--- src/rtl/pwm_evt_irq.sv ---
module pwm_evt_irq #(
  parameter int CW = 8,
  parameter int DW = 32
) (
  input  logic          clk,
  input  logic          rst_n,
  input  logic [CW-1:0] period,
  input  logic [CW-1:0] thr_a,
  input  logic [CW-1:0] thr_b,
  input  logic          ud_mode,
  input  logic          reg_we,
  input  logic          reg_addr,
  input  logic [DW-1:0] reg_wdata,
  output logic [DW-1:0] reg_rdata,
  output logic [5:0]    raw_stat,
  output logic          irq
);

  localparam int NEV = 6;

  logic [CW-1:0]  cnt, per_q, ta_q, tb_q;
  logic           ud_q, fell_q;
  logic [NEV-1:0] en_q, hit, clr, keep;
  logic           at_zero, at_top, falling;
  logic           unused_wbits;

  assign unused_wbits = &{1'b0, reg_wdata[DW-1:NEV]};

  assign at_zero = (cnt == '0);
  assign at_top  = (cnt == per_q);
  assign falling = !ud_q || at_top || (!at_zero && fell_q);

  assign hit[0] = at_zero;
  assign hit[1] = at_top;
  assign hit[2] = !falling && (cnt == ta_q);
  assign hit[3] =  falling && (cnt == ta_q);
  assign hit[4] = !falling && (cnt == tb_q);
  assign hit[5] =  falling && (cnt == tb_q);

  assign clr  = (reg_we && reg_addr) ? reg_wdata[NEV-1:0] : '0;
  assign keep = raw_stat & ~clr;

  always_ff @(posedge clk or negedge rst_n) begin
    if (!rst_n) begin
      cnt    <= '0;
      per_q  <= '0;
      ta_q   <= '0;
      tb_q   <= '0;
      ud_q   <= 1'b0;
      fell_q <= 1'b0;
    end else if (at_zero) begin
      per_q  <= period;
      ta_q   <= thr_a;
      tb_q   <= thr_b;
      ud_q   <= ud_mode;
      cnt    <= ud_mode ? ((period != '0) ? CW'(1) : '0) : period;
      fell_q <= !ud_mode;
    end else if (falling) begin
      cnt    <= cnt - CW'(1);
      fell_q <= 1'b1;
    end else begin
      cnt    <= cnt + CW'(1);
      fell_q <= 1'b0;
    end
  end

  always_ff @(posedge clk or negedge rst_n) begin
    if (!rst_n) begin
      en_q     <= '0;
      raw_stat <= '0;
    end else begin
      if (reg_we && !reg_addr) en_q <= reg_wdata[NEV-1:0];
      raw_stat <= keep | (hit & en_q);
    end
  end

  assign irq       = |raw_stat;
  assign reg_rdata = {{(DW-NEV){1'b0}}, reg_addr ? raw_stat : en_q};

  p_sticky_r8: assert property (@(posedge clk) disable iff (!rst_n)
    1'b1 |=> ((raw_stat & $past(keep)) == $past(keep)));

  p_enable_gate_r2: assert property (@(posedge clk) disable iff (!rst_n)
    1'b1 |=> ((raw_stat & ~$past(raw_stat) & ~$past(en_q)) == '0));

  p_no_rise_in_down_r6: assert property (@(posedge clk) disable iff (!rst_n)
    !ud_q |-> (!hit[2] && !hit[4]));

  p_cnt_bound_r5: assert property (@(posedge clk) disable iff (!rst_n)
    cnt <= per_q);

  p_shadow_hold_r11: assert property (@(posedge clk) disable iff (!rst_n)
    !at_zero |=> ($stable(per_q) && $stable(ta_q) && $stable(tb_q) && $stable(ud_q)));

  p_set_wins_r9: assert property (@(posedge clk) disable iff (!rst_n)
    (|(hit & en_q & clr)) |=> ((raw_stat & $past(hit & en_q & clr)) == $past(hit & en_q & clr)));

endmodule

--- config.mk ---
export PLATFORM = sky130hd
export DESIGN_NAME = pwm_evt_irq
export DESIGN_NICKNAME = d
export VERILOG_FILES = /design/src/rtl/pwm_evt_irq.sv
export SDC_FILE = /design/constraint.sdc
export NUM_CORES = 1
export LEC_CHECK = 0
export BUFFER_PORTS_ARGS = -buffer_cell sky130_fd_sc_hd__buf_4
export CORE_MARGIN = 5
export CORE_UTILIZATION = 53
export DETAILED_ROUTE_END_ITERATION = 8
export MAX_ROUTING_LAYER = met4
export PLACE_DENSITY_LB_ADDON = 0.15
export SYNTH_ARGS = -nofsm -noshare
export SYNTH_HDL_FRONTEND = slang
export SYNTH_SLANG_ARGS = --single-unit
export TNS_END_PERCENT = 1
--- constraint.sdc ---
create_clock -name clk -period 4.4 [get_ports clk]
set_input_delay 0.44 -clock clk [delete_from_list [all_inputs] [get_ports clk]]
set_output_delay 0.44 -clock clk [all_outputs]
set_load 0.01 [all_outputs]
==> summary.txt <==
Status
  – Status: completed

Logic synthesis
  – Post-synth EDFFs: 0
  – Synth top area share: 42.4%
  – Synthesized flop and latch total: 46
  – Seq/Total Area, Yosys: 42.4%
  – Cell Area, Synth: 2720 um2
  – Synth warn: 0
  – Top FF cell, synth: dfrtp_1
  – Mapped Cells: 303
  – Top area cells in the synthesized netlist: dfrtp_1, nand2_1, xnor2_1
  – Area leader, netlist: dfrtp_1
  – Post-synthesis cell type count: 40
  – Syn Area/Cell: 8.96 um2
  – Share of async-settable or async-resettable flops after synthesis: 100%
  – Count leader, synth: nand2_1
  – Synth cell count leaders: nand2_1, dfrtp_1, buf_4

Global route
  – First-pass GRT wire length: 8.83 mm
  – Tot GR Track Use: 17.7%
  – Initial antenna violation count: 0
  – Largest net degree at the start of global routing: 47
  – Grt total ovfl: 0
  – Vias in the first global route: 1938

Route
  – Drt drc: 0
  – DR pass1 iterations: 4
  – Via count: 2021
  – Drt first-iter violations: 106
  – Antenna Nets Post-Route: 0
  – WL final: 5.46 mm
  – Vias/cell: 4.85
  – DR WL/cell: 13.1 um

Finish
  – Fin nets: 415
  – Share of cells above drive strength 1: 19.6%
  – Synth-to-layout area growth: 13.3%
  – Fill count: 460
  – ANT cells: 0

Clock network
  – H-tree depth: 2
  – CTS Buf Count: 5
  – CTS root buffer: clkbuf_8
  – Clock sink total: 46
  – Post-CTS setup buffer count: 0
  – Hold_buf cts: 0
  – Clock Path Buffers: 2
  – Clock insertion delay at the later pin of the skew report: 0.30 ns
  – Reg clk slew, reported paths: 0.08 ns
  – TritonCTS clock tree: yes
  – Post_cts resized: 0

STA
  – Setup TNS: 0 ns
  – Rel. slew slack: 29.9%
  – Tcrit/Tclk final: 71.4%
  – Pins over their slew limit: 0
  – Final setup vio count: 0
  – Hold violation count in the final report: 0
  – Crit path time final: 3.14 ns
  – Final Skew: 0.00788 ns
  – RSZ-0062 raised after global routing: no
  – Worst-margin pin slew: 1.05 ns
  – Fmax: 318 MHz
  – Setup ws final: 1.26 ns

Worst setup path
  – Reg2reg end: cnt[7]
  – R2R Path Start: cnt[0]
  – WP data arrival: 3.38 ns
  – Reg2reg path depth: 9
  – Critical Path End Type: flop
  – CP startpoint kind: flop
  – Required @ worst endpoint: 4.64 ns
  – Reg-to-reg slack, setup: 1.26 ns
  – Max FO, Critical Path: 15
  – CP Class: reg2reg

Place
  – Dpl hpwl: 4.08 mm
  – Setup WS pre-CTS: 1.26 ns
  – RD Place Congestion: 0.783
  – Port Buffers: 47

Pwr
  – P_leak: 1.49 nW
  – Worst ir drop on vdd: 0.283 mV
  – PwrDens: 581 nW/um2

Die
  – Die ar.: 6650 um2
  – Die height: 81.6 um
  – CORE AREA: 5040 um2
  – I/O Pins: 100
  – Initial core utilization: 53.8%
  – Die Width: 81.6 um
  – Cell row count: 26

Flow run
  – Max-Cap Viols: 0

Min path
  – Worst Hold Class: in2async
## critical path: stages (launching register included)
cell and delay [ns]:
dfrtp_1 0.50, or4_4 0.61, o21ai_2 0.18, o211ai_4 0.22, ha_1 0.42, nand3_1 0.14
a211oi_1 0.46, o211ai_1 0.16, mux2_4 0.33, nand3_2 0.06
## flip-flops by register name, indices dropped and copies added (netlist names)
name / cells
ud_q: 1
en_q: 6
tb_q: 8
cnt: 8
fell_q: 1
ta_q: 8
raw_stat: 6
per_q: 8
## metal layers
| layer | vias to the layer above | wire length, um | GRT usage [%] |
|---|---|---|---|
| li1 | 1028 | - | - |
| met1 | 930 | 2450 | 22.5 |
| met2 | 58 | 2560 | 28.7 |
| met3 | 5 | 408 | 4.06 |
| met4 | 0 | 43 | 4.32 |
| met5 | - | 0 | - |
## final cells by class
type                       count  area (um2)  area share (%)
clock buffer                   7        86.3            2.81
clock inverter                 1        5.00           0.163
inverter                       3        11.3           0.366
multi-input combinational    242        1370            44.7
sequential                    46        1150            37.4
tap                           70        87.6            2.85
timing repair buffer          48         360            11.7
## placed cells by master, fill, tap and decap left out, types with 2 or more instances in the layout
master / count
a32o_1: 2
ha_1: 7
a22o_1: 2
xnor2_1: 28
o21ai_0: 9
conb_1: 26
nand3_1: 2
or4_1: 2
nand2_1: 110
nor3_1: 2
clkbuf_8: 6
nor2_1: 5
or4_4: 2
nand3b_1: 6
nor4_1: 2
nand4_1: 6
dfrtp_1: 46
a21oi_1: 5
inv_1: 3
mux2_2: 6
buf_4: 48
a21o_1: 3
## logic make-up after synthesis
| logic type | count (synthesis) | synth area share [%] |
|---|---|---|
| AND/OR/NAND/NOR | 144 | 23.2 |
| flip-flops | 46 | 42.4 |
| buffers and inverters | 40 | 10.6 |
| AO/OA/AOI/OAI | 28 | 7.28 |
| XOR/XNOR | 28 | 9.03 |
| adder cells (fa/ha/maj) | 8 | 3.96 |
| multiplexers | 8 | 3.41 |
| other | 1 | 0.138 |
## stage by stage
stage / hold WS [ns] / cell area (um2) / std cells / util, % / power (mW)
final: 0.135 / 3080 / 417 / 61.0 / 1.79
after global placement: 0.479 / 2980 / 409 / 59.2 / 1.51
after global routing: 0.191 / 3080 / 417 / 61.0 / 1.94
after floorplan: 0.144 / 2810 / 328 / - / 1.36
after detailed placement: 0.483 / 2980 / 409 / 59.2 / 1.53
after CTS: 0.160 / 3080 / 417 / 61.0 / 1.80
## report_power, final
group	total [mW]	switching, mW	leakage (nW)	internal [mW]
Clock	0.269	0.142	0.0482	0.127
Sequential	0.708	0.152	0.510	0.556
Combinational	0.809	0.392	0.929	0.418
## worst max-delay path by stage
stage	from	slack, ns	end
4_1_cts	cnt[0]	1.25	cnt[7]
2_1_floorplan	cnt[0]	1.59	cnt[7]
3_3_place_gp	cnt[0]	1.30	cnt[7]
3_5_place_dp	cnt[0]	1.26	cnt[7]
6_report	cnt[0]	1.26	cnt[7]
5_1_grt	cnt[0]	1.10	cnt[7]
Power figures use the tool's default switching activity.
